`config.mk`:
```
export PLATFORM = sky130hd
export DESIGN_NAME = sram_lane_ctrl
export DESIGN_NICKNAME = d
export VERILOG_FILES = /design/src/rtl/sram_lane_pkg.sv /design/src/rtl/phase_timer.sv /design/src/rtl/lane_datapath.sv /design/src/rtl/sram_lane_ctrl.sv
export SDC_FILE = /design/constraint.sdc
export NUM_CORES = 1
export LEC_CHECK = 0
export ABC_CLOCK_PERIOD_IN_PS = 3200
export BUFFER_PORTS_ARGS = -buffer_cell sky130_fd_sc_hd__buf_4
export CORE_UTILIZATION = 51
export DETAILED_ROUTE_END_ITERATION = 10
export PLACE_DENSITY = 0.95
export SLEW_MARGIN = 5
export SYNTH_ARGS = -nofsm -noshare
export SYNTH_HDL_FRONTEND = slang
export SYNTH_SLANG_ARGS = --single-unit
```
`constraint.sdc`:
```
create_clock -name clk -period 3.2 [get_ports clk]
set_clock_uncertainty 0.05 [all_clocks]
set_input_delay 0.48 -clock clk [delete_from_list [all_inputs] [get_ports clk]]
set_output_delay 0.48 -clock clk [all_outputs]
set_load 0.05 [all_outputs]
```
`src/rtl/sram_lane_pkg.sv`:
```
package sram_lane_pkg;

    typedef enum logic [2:0] {
        ST_IDLE,
        ST_WSETUP,
        ST_WPULSE,
        ST_WHOLD,
        ST_RTURN,
        ST_RACCESS
    } ctrl_state_e;

    typedef struct packed {
        logic ce_n;
        logic oe_n;
        logic we_n;
        logic lanes_on;
        logic drive;
    } pin_ctl_t;

    localparam pin_ctl_t PINS_IDLE = '{ce_n: 1'b1, oe_n: 1'b1, we_n: 1'b1,
                                       lanes_on: 1'b0, drive: 1'b0};

endpackage

```
`src/rtl/phase_timer.sv`:
```
module phase_timer #(
    parameter int CNT_W = 4
) (
    input  logic             clk,
    input  logic             rst_n,
    input  logic             load,
    input  logic [CNT_W-1:0] load_val,
    output logic             last
);

    logic [CNT_W-1:0] cnt_q;

    always_ff @(posedge clk or negedge rst_n) begin
        if (!rst_n) begin
            cnt_q <= '0;
        end else if (load) begin
            cnt_q <= load_val;
        end else if (cnt_q != '0) begin
            cnt_q <= cnt_q - 1'b1;
        end
    end

    assign last = (cnt_q == '0);

endmodule

```
`src/rtl/lane_datapath.sv`:
```
module lane_datapath #(
    parameter int ADDR_W = 16,
    parameter int DATA_W = 16,
    localparam int LANES = DATA_W / 8
) (
    input  logic              clk,
    input  logic              rst_n,
    input  logic              accept,
    input  logic [ADDR_W-1:0] acc_addr,
    input  logic [DATA_W-1:0] acc_wdata,
    input  logic [LANES-1:0]  acc_be,
    input  logic              capture,
    input  logic [DATA_W-1:0] dq_in,
    output logic [ADDR_W-1:0] addr_q,
    output logic [DATA_W-1:0] wdata_q,
    output logic [LANES-1:0]  be_q,
    output logic [DATA_W-1:0] rdata_q
);

    always_ff @(posedge clk or negedge rst_n) begin
        if (!rst_n) begin
            addr_q  <= '0;
            wdata_q <= '0;
            be_q    <= '0;
        end else if (accept) begin
            addr_q  <= acc_addr;
            wdata_q <= acc_wdata;
            be_q    <= acc_be;
        end
    end

    for (genvar g = 0; g < LANES; g++) begin : g_lane
        always_ff @(posedge clk or negedge rst_n) begin
            if (!rst_n) begin
                rdata_q[g*8 +: 8] <= '0;
            end else if (capture) begin
                rdata_q[g*8 +: 8] <= be_q[g] ? dq_in[g*8 +: 8] : 8'h00;
            end
        end
    end

endmodule

```
`src/rtl/sram_lane_ctrl.sv`:
```
module sram_lane_ctrl
    import sram_lane_pkg::*;
#(
    parameter int SETUP_CYC  = 1,
    parameter int WPULSE_CYC = 2,
    parameter int TURN_CYC   = 1,
    parameter int ACCESS_CYC = 2
) (
    input  logic        clk,
    input  logic        rst_n,
    input  logic        req_valid,
    input  logic        req_write,
    input  logic [15:0] req_addr,
    input  logic [15:0] req_wdata,
    input  logic [1:0]  req_be,
    output logic        req_ready,
    output logic        rsp_valid,
    output logic [15:0] rsp_rdata,
    output logic [15:0] sram_addr,
    output logic        sram_ce_n,
    output logic        sram_oe_n,
    output logic        sram_we_n,
    output logic        sram_ub_n,
    output logic        sram_lb_n,
    output logic [15:0] sram_dq_out,
    output logic        sram_dq_oe,
    input  logic [15:0] sram_dq_in
);

    localparam int ADDR_W = 16;
    localparam int DATA_W = 16;
    localparam int LANES  = DATA_W / 8;
    localparam int MAX_A  = (SETUP_CYC > WPULSE_CYC) ? SETUP_CYC : WPULSE_CYC;
    localparam int MAX_B  = (TURN_CYC > ACCESS_CYC) ? TURN_CYC : ACCESS_CYC;
    localparam int MAX_PH = (MAX_A > MAX_B) ? MAX_A : MAX_B;
    localparam int CNT_W  = $clog2(MAX_PH + 1) + 1;

    ctrl_state_e state_q, state_d;
    pin_ctl_t    pins;
    logic        phase_last;
    logic        tmr_load;
    logic [CNT_W-1:0] tmr_val;
    logic        accept;
    logic        capture;
    logic        rsp_q;
    logic [ADDR_W-1:0] addr_q;
    logic [DATA_W-1:0] wdata_q;
    logic [LANES-1:0]  be_q;
    logic [LANES-1:0]  lane_n;

    assign accept  = (state_q == ST_IDLE) && req_valid;
    assign capture = (state_q == ST_RACCESS) && phase_last;

    // state register
    always_ff @(posedge clk or negedge rst_n) begin
        if (!rst_n) begin
            state_q <= ST_IDLE;
        end else begin
            state_q <= state_d;
        end
    end

    // transitions
    always_comb begin
        state_d = state_q;
        unique case (state_q)
            ST_IDLE:    if (req_valid) state_d = req_write ? ST_WSETUP : ST_RTURN;
            ST_WSETUP:  if (phase_last) state_d = ST_WPULSE;
            ST_WPULSE:  if (phase_last) state_d = ST_WHOLD;
            ST_WHOLD:   state_d = ST_IDLE;
            ST_RTURN:   if (phase_last) state_d = ST_RACCESS;
            ST_RACCESS: if (phase_last) state_d = ST_IDLE;
            default:    state_d = ST_IDLE;
        endcase
    end

    // phase length loaded on entry to each timed state
    always_comb begin
        tmr_load = (state_d != state_q);
        unique case (state_d)
            ST_WSETUP:  tmr_val = CNT_W'(SETUP_CYC - 1);
            ST_WPULSE:  tmr_val = CNT_W'(WPULSE_CYC - 1);
            ST_RTURN:   tmr_val = CNT_W'(TURN_CYC - 1);
            ST_RACCESS: tmr_val = CNT_W'(ACCESS_CYC - 1);
            default:    tmr_val = '0;
        endcase
    end

    phase_timer #(
        .CNT_W(CNT_W)
    ) u_timer (
        .clk     (clk),
        .rst_n   (rst_n),
        .load    (tmr_load),
        .load_val(tmr_val),
        .last    (phase_last)
    );

    lane_datapath #(
        .ADDR_W(ADDR_W),
        .DATA_W(DATA_W)
    ) u_lanes (
        .clk      (clk),
        .rst_n    (rst_n),
        .accept   (accept),
        .acc_addr (req_addr),
        .acc_wdata(req_wdata),
        .acc_be   (req_be),
        .capture  (capture),
        .dq_in    (sram_dq_in),
        .addr_q   (addr_q),
        .wdata_q  (wdata_q),
        .be_q     (be_q),
        .rdata_q  (rsp_rdata)
    );

    always_ff @(posedge clk or negedge rst_n) begin
        if (!rst_n) begin
            rsp_q <= 1'b0;
        end else begin
            rsp_q <= capture;
        end
    end

    // pin decode per state
    always_comb begin
        pins = PINS_IDLE;
        unique case (state_q)
            ST_IDLE:    pins = PINS_IDLE;
            ST_WSETUP:  pins = '{ce_n: 1'b0, oe_n: 1'b1, we_n: 1'b1, lanes_on: 1'b0, drive: 1'b1};
            ST_WPULSE:  pins = '{ce_n: 1'b0, oe_n: 1'b1, we_n: 1'b0, lanes_on: 1'b1, drive: 1'b1};
            ST_WHOLD:   pins = '{ce_n: 1'b0, oe_n: 1'b1, we_n: 1'b1, lanes_on: 1'b0, drive: 1'b1};
            ST_RTURN:   pins = '{ce_n: 1'b0, oe_n: 1'b1, we_n: 1'b1, lanes_on: 1'b1, drive: 1'b0};
            ST_RACCESS: pins = '{ce_n: 1'b0, oe_n: 1'b0, we_n: 1'b1, lanes_on: 1'b1, drive: 1'b0};
            default:    pins = PINS_IDLE;
        endcase
    end

    for (genvar g = 0; g < LANES; g++) begin : g_strobe
        assign lane_n[g] = ~(pins.lanes_on & be_q[g]);
    end

    assign req_ready   = (state_q == ST_IDLE);
    assign rsp_valid   = rsp_q;
    assign sram_addr   = addr_q;
    assign sram_dq_out = wdata_q;
    assign sram_ce_n   = pins.ce_n;
    assign sram_oe_n   = pins.oe_n;
    assign sram_we_n   = pins.we_n;
    assign sram_dq_oe  = pins.drive;
    assign sram_ub_n   = lane_n[LANES-1];
    assign sram_lb_n   = lane_n[0];

endmodule

```
==> results of run 1 <==
[kinds of logic after synthesis]
family                     after synthesis  share of synthesized area, %
muxes                                   37                          19.8
adders and majority gates                2                         0.947
DFF                                     57                          54.0
AOI/OAI and AO/OA                       44                          10.6
and+or+nand+nor                         43                          8.24
buffers and inverters                   22                          6.49
[state kept, by name, summed over array words and instances, names as in the netlist]
name	flops
u_lanes.wdata_q	16
u_lanes.addr_q	16
u_timer.cnt_q	3
state_q	3
u_lanes.be_q	2
rsp_valid	1
u_lanes.rdata_q	16
[cell usage after synthesis (2+ instances only)]
master	count
buf_1	2
buf_6	2
inv_1	5
nand2b_1	2
a211o_1	2
nor3b_1	2
buf_12	4
nor2_1	7
dfrtp_1	57
mux2_4	29
clkbuf_1	4
ha_1	2
a211oi_1	2
mux2_2	5
o31ai_1	16
nand2_1	22
buf_2	4
o21ai_0	20
a21o_1	2
mux2i_1	3
[stage by stage]
stage	hold WS, ns	worst slack [ns]
floorplan	0.134	1.18
global placement	0.443	1.13
detailed placement	0.444	1.08
CTS	0.179	0.718
global route	0.212	0.646
finish	0.152	0.735
[layer usage]
metal  part of all wire, %  track usage [%]  vias to the layer above  wire length [um]
met3                   8.3             7.45                        4               484
met4                  0.58             9.19                        0                34
met2                    49             37.9                       97              2870
met5                     0                0                        -                 0
li1                      -                -                      928                 -
met1                    42             27.7                      945              2440
[final timing paths]
| kind | start | endpoint | cells after the start |
|---|---|---|---|
| max | state_q[1] | sram_lb_n | 4 |
| min | rst_n | u_lanes.rdata_q[4] | 1 |
| max reg2reg | u_timer.cnt_q[0] | u_lanes.rdata_q[10] | 6 |
| min reg2reg | u_lanes.wdata_q[3] | u_lanes.wdata_q[3] | 1 |
| max in group asynchronous | rst_n | u_lanes.rdata_q[5] | 1 |
| min in group clk | req_addr[12] | u_lanes.addr_q[12] | 2 |
[critical path, stage by stage, from the launching register on]
cell     delay, ns
dfrtp_1       0.71
or3b_4        0.47
o21ai_0       0.14
nand2_1       0.10
buf_4         0.20
[final cells by class]
type	instances	area (um2)	share of cell area [%]
repair buffers	111	833	23.1
clock buffers	11	141	3.92
inverters	5	18.8	0.521
well taps	67	83.8	2.33
multi-input cells	126	1040	29.0
flip-flops and latches	57	1430	39.6
clock inverters	5	55.1	1.53
[report_power, final]
| part | total, W | switching [W] | internal (W) | leakage, nW |
|---|---|---|---|---|
| Clock | 0.000655 | 0.000277 | 0.000378 | 0.0953 |
| Sequential | 0.00132 | 0.000255 | 0.00106 | 0.702 |
| Combinational | 0.00260 | 0.00169 | 0.000912 | 0.985 |
| Total | 0.00457 | 0.00222 | 0.00235 | 1.78 |
==> impl_metrics.csv, run 1 <==
group,metric,value,unit
outcome,result_of_the_run,"finished, final reports clean",
global_routing,global_route.overflow_total,0,
floorplan,die_x,74.0,um
layout,post-route-util,74.3,%
worst_setup_path,start_kind,"flip-flop",
clock_network,clockBufferDepth,2,
synth,synth_seq_area_share,54.0,%
timing,timing.max_slew.rel_slack,33.3,%
drt,drc,0,
timing,worst_slew_pin_slew,1.00,ns
drt,routed_wl,5.83,mm
synth,synth.cell_area,2640,um2
drt,dr_pass1_iterations,4,
worst_setup_path,setup.worst_path.end_class,"output pin",
synth,synth_largest_area_cell,"dfrtp_1",
worst_setup_path,crit_path_max_fanout,19,
timing,drv_slew,0,
drt,antenna_violating_nets_post_route,0,
clock_network,clock_slew_seen_by_the_registers_of_the_worst_setup_and_hold_paths,0.07,ns
synth,synth-warning-count,0,
timing,layout_min_cycle_time,2.46,ns
power_and_ir_drop,cellPowerDensity,1270,nW/um2
floorplan,starting_density_of_the_core,54.5,%
clock_network,holdBufCountCts,0,
synth,asyncSetResetFlopFracSynth,100,%
global_routing,antenna_found_initial,0,
synth,leading_post_synthesis_cells_by_cell_area,"dfrtp_1 (54%), mux2_4 (16%), o31ai_1 (4.5%), o21ai_0 (3.8%), nand2_1 (3.1%)",
timing,layout_worst_path_cycle_share,77.0,%
clock_network,worst_skew_pair.late_latency,0.32,ns
drt,routed_wire_length_per_instance,15.3,um
floorplan,rows,25,
timing,setup-tns-final,0,ns
global_routing,global_route_wire_length_before_repair,9.31,mm
synth,synthDominantCellAreaShare,54.0,%
placed_design,placed_area,3410,um2
timing,fmaxAchievable,406,MHz
layout,final-instance-count-excl-fill,382,
worst_setup_path,r2r_setup_slack,1.12,ns
min_path,holdCritPathClass,"primary input to async pin",
synth,postSynth.topFlopCell,"dfrtp_1",
floorplan,fp.dieH,74.0,um
layout,area_growth,36.4,%
clock_network,post_cts_sizing,0,
layout,layout.filler_cells,321,
power_and_ir_drop,worst_ir_drop_vdd,771,uV
placed_design,dp_hpwl,4.15,mm
timing,hold_viol_final,0,
placed_design,numPortBuffers,109,
layout,stdcell_area,3600,um2
placed_design,final_wtd_congestion,0.735,
synth,netlist_instances,205,
floorplan,design.core.area,4850,um2
worst_setup_path,crit_type,"flip-flop to output pin",
synth,yosys.cell_types.count,33,
layout,nets,366,
worst_setup_path,crit_required,2.67,ns
synth,synth.net_count,261,
global_routing,grt_start_max_net_pins,58,
drt,viasPerCell,5.17,
power_and_ir_drop,total_power,0.00457,W
layout,final_common_cell,"buf_4",
layout,fraction_of_layout_instances_using_a_drive_strength_above_1,52.1,%
synth,average_instance_area_after_synthesis,12.9,um2
layout,top_library_cells_by_usage_in_the_layout_fill_and_taps_aside,"buf_4 (111), dfrtp_1 (57), mux2_4 (29)",
layout,antenna-diode-count,0,
clock_network,cts_tree,"done",
worst_setup_path,worstPathArrival,1.93,ns
clock_network,root_driver,"clkbuf_8",
clock_network,tritoncts.num_buffers,9,
synth,ys_seq_elements,57,
timing,final_setup_viols,0,
floorplan,io-pin-count,110,
drt,drtIter0Drc,62,
clock_network,cts_setup_buffers,0,
clock_network,htree_levels,3,
timing,unrepaired_setup_endpoints_after_global_routing,"false",
run,drv.max_cap_violation_count,0,
global_routing,grt_pass1_vias,2009,
floorplan,die_area,5470,um2
synth,synth_edf_count,0,
drt,vias,1974,
clock_network,clkSinkCount,57,
placed_design,place.detailed.instances,366,
global_routing,global_route.usage.total,22.9,%
power_and_ir_drop,cellLeakagePower,1.78,nW
No activity file was read; power rests on OpenSTA's default activity.
==> run 2: changes to the inputs <==
- ABC_AREA: default -> 1
- ABC_CLOCK_PERIOD_IN_PS: 3200 -> 2300
- CORE_UTILIZATION: 51 -> 47
- PLACE_DENSITY: 0.95 -> 0.9
- clock period: 3.2 -> 2.3 ns (I/O delays scaled with it)
==> run 2 against run 1 <==
  * Cell area decreased by 0.73%
  * Non-clock buffer count decreased by 1
  * Sequential share of layout area increased by 0.29 points
  * Clock-buffer cell count increased by 2
  * Die area increased by 4.9%
  * Flip-flop and latch count unchanged
  * Via count decreased by 0.91%
  * Critical endpoint is now sram_ub_n
  * Largest cell class unchanged
==> impl_metrics.csv, run 2 <==
group,metric,value,unit
placed_design,numPortBuffers,109,
layout,final_common_cell,"buf_4",
synth,synth_compound_area_share,4.99,%
clock_network,holdBufCountCts,0,
clock_network,tritoncts.num_buffers,9,
layout,fraction_of_layout_instances_using_a_drive_strength_above_1,52.2,%
floorplan,die_area,5740,um2
synth,synth_edf_count,0,
timing,fmaxAchievable,514,MHz
clock_network,htree_levels,3,
worst_setup_path,start_kind,"flip-flop",
synth,post_synth_xor_area_fraction,0.343,%
drt,routed_wire_length_per_instance,14.6,um
worst_setup_path,worstPathArrival,1.55,ns
global_routing,global_route.overflow_total,0,
synth,synthMostInstantiatedCell,"dfrtp_1",
synth,synthDominantCellAreaShare,55.8,%
worst_setup_path,cp_slowest_cell,"dfrtp_1",
clock_network,post_cts_sizing,0,
floorplan,rows,26,
clock_network,clock_slew_seen_by_the_registers_of_the_worst_setup_and_hold_paths,0.06,ns
drt,vias,1956,
synth,synth-warning-count,0,
synth,proportion_of_synthesized_area_in_mux_cells,19.4,%
clock_network,cts_setup_buffers,0,
worst_setup_path,crit_required,1.90,ns
worst_setup_path,crit_type,"flip-flop to output pin",
synth,post_synth_fa_ha_maj_area_fraction,0.979,%
floorplan,die_x,75.7,um
synth,ys_seq_elements,57,
timing,worst_hold_slack,0.0242,ns
global_routing,antenna_found_initial,0,
synth,synth_top_family_by_area,"multiplexers",
timing,hold_viol_final,0,
worst_setup_path,timing.critical_path.cells,"inv_2 -> nand3_1 -> o21ai_0 -> nand2_1 -> buf_4",
drt,antenna_violating_nets_post_route,0,
clock_network,clkSinkCount,57,
worst_setup_path,setup.worst_path.end_class,"output pin",
worst_setup_path,worst_path_dominant_cell_family,"flip-flops",
synth,synthTopCellsByCount,"dfrtp_1 (57), nand2_1 (33), mux2_4 (30), nand3_1 (21), o21ai_0 (12)",
synth,synth_largest_area_cell,"dfrtp_1",
min_path,holdCritPathClass,"primary input to async pin",
synth,synth_seq_area_share,55.8,%
clock_network,cts_tree,"done",
floorplan,fp.dieH,75.7,um
global_routing,global_route.usage.total,20.1,%
synth,asyncSetResetFlopFracSynth,100,%
clock_network,worst_skew_pair.late_latency,0.32,ns
clock_network,clockBufferDepth,2,
layout,final-instance-count-excl-fill,394,
global_routing,grt_start_max_net_pins,58,
worst_setup_path,cp.buffers_inverters,2,
synth,leading_post_synthesis_cells_by_cell_area,"dfrtp_1 (56%), mux2_4 (18%), nand2_1 (4.8%), nand3_1 (4.1%), o21ai_0 (2.3%)",
timing,layout_min_cycle_time,1.95,ns
synth,synth.net_count,264,
timing,setup-tns-final,0,ns
floorplan,design.core.area,5170,um2
synth,average_instance_area_after_synthesis,12.3,um2
placed_design,final_wtd_congestion,0.903,
synth,postSynth.topFlopCell,"dfrtp_1",
layout,layout_top_registers,"u_lanes.addr_q x16, u_lanes.rdata_q x16, u_lanes.wdata_q x16",
global_routing,grt_pass1_vias,1849,
timing,worst_slew_pin_slew,0.698,ns
worst_setup_path,crit_path_max_fanout,6,
drt,routed_wl,5.74,mm
clock_network,root_driver,"clkbuf_8",
timing,layout_worst_path_cycle_share,84.6,%
timing,drv_slew,0,
layout,top_library_cells_by_usage_in_the_layout_fill_and_taps_aside,"buf_4 (110), dfrtp_1 (57), nand2_1 (33)",
drt,drtIter0Drc,118,
layout,nets,376,
drt,drc,0,
layout,area_growth,39.9,%
floorplan,io-pin-count,110,
synth,netlist_instances,208,
layout,antenna-diode-count,0,
global_routing,global_route_wire_length_before_repair,8.38,mm
run,drv.max_cap_violation_count,0,
timing,final_setup_viols,0,
synth,yosys.cell_types.count,26,
floorplan,starting_density_of_the_core,49.4,%
timing,timing.max_slew.rel_slack,53.5,%
outcome,result_of_the_run,"finished, final reports clean",
layout,post-route-util,69.1,%
placed_design,dp_hpwl,4.13,mm
timing,unrepaired_setup_endpoints_after_global_routing,"false",
synth,yosys.area_share.simple,14.0,%
drt,dr_pass1_iterations,4,
drt,viasPerCell,4.96,
worst_setup_path,max_stage_delay,0.46,ns
synth,synth.cell_area,2560,um2
placed_design,place.detailed.instances,379,
run 2: cell count changes in the layout (fill, tap and decap cells not counted), sizes merged, moves of 3 or more:
cell and delta:
o31ai -16, mux2i -3, inv +5, nand3 +20, nand2 +16
run 2: worst paths after layout:
| kind | startpoint | to | slack [ns] | cells after the start |
|---|---|---|---|---|
| max | state_q[2] | sram_ub_n | 0.35 | 5 |
| min | rst_n | u_lanes.rdata_q[8] | 0.02 | 1 |
| max reg2reg | state_q[2] | u_timer.cnt_q[0] | 0.61 | 9 |
| min reg2reg | u_lanes.rdata_q[9] | u_lanes.rdata_q[9] | 0.44 | 2 |
| max in group asynchronous | rst_n | state_q[2] | 1.70 | 1 |
| min in group clk | req_addr[12] | u_lanes.addr_q[12] | 0.20 | 2 |
run 2: cell families (layout without fill, tap and decap cells):
logic type / Yosys count / count (layout)
buf+inv: 19 / 135
fa+ha+maj: 2 / 2
mux: 34 / 34
simple gates: 70 / 70
xor+xnor: 1 / 1
flops: 57 / 57
compound gates: 25 / 25
run 2: stage by stage:
step / instance area, um2 / worst slack (ns)
6_report: 3580 / 0.355
5_1_grt: 3580 / 0.264
4_1_cts: 3580 / 0.346
3_5_place_dp: 3390 / 0.600
3_3_place_gp: 3390 / 0.723
2_1_floorplan: 2560 / 0.299
run 2: final cells by class:
cell class              count  area, um2
fillers                   376       1600
multi-input cells         132       1010
inverters                  10       40.0
flip-flops and latches     57       1430
clock inverters             2       12.5
repair buffers            110        826
well taps                  70       87.6
clock buffers              13        169
run 2: routing by layer:
metal	track usage, %	part of all wire (%)
met1	23.0	40
met2	35.6	53
met3	4.37	5.8
met4	9.67	0.92
met5	0	0
Power of run 2 is left out: the tool's default activity adds up to more than one toggle a clock period on the data nets, which glitch-free logic cannot reach.
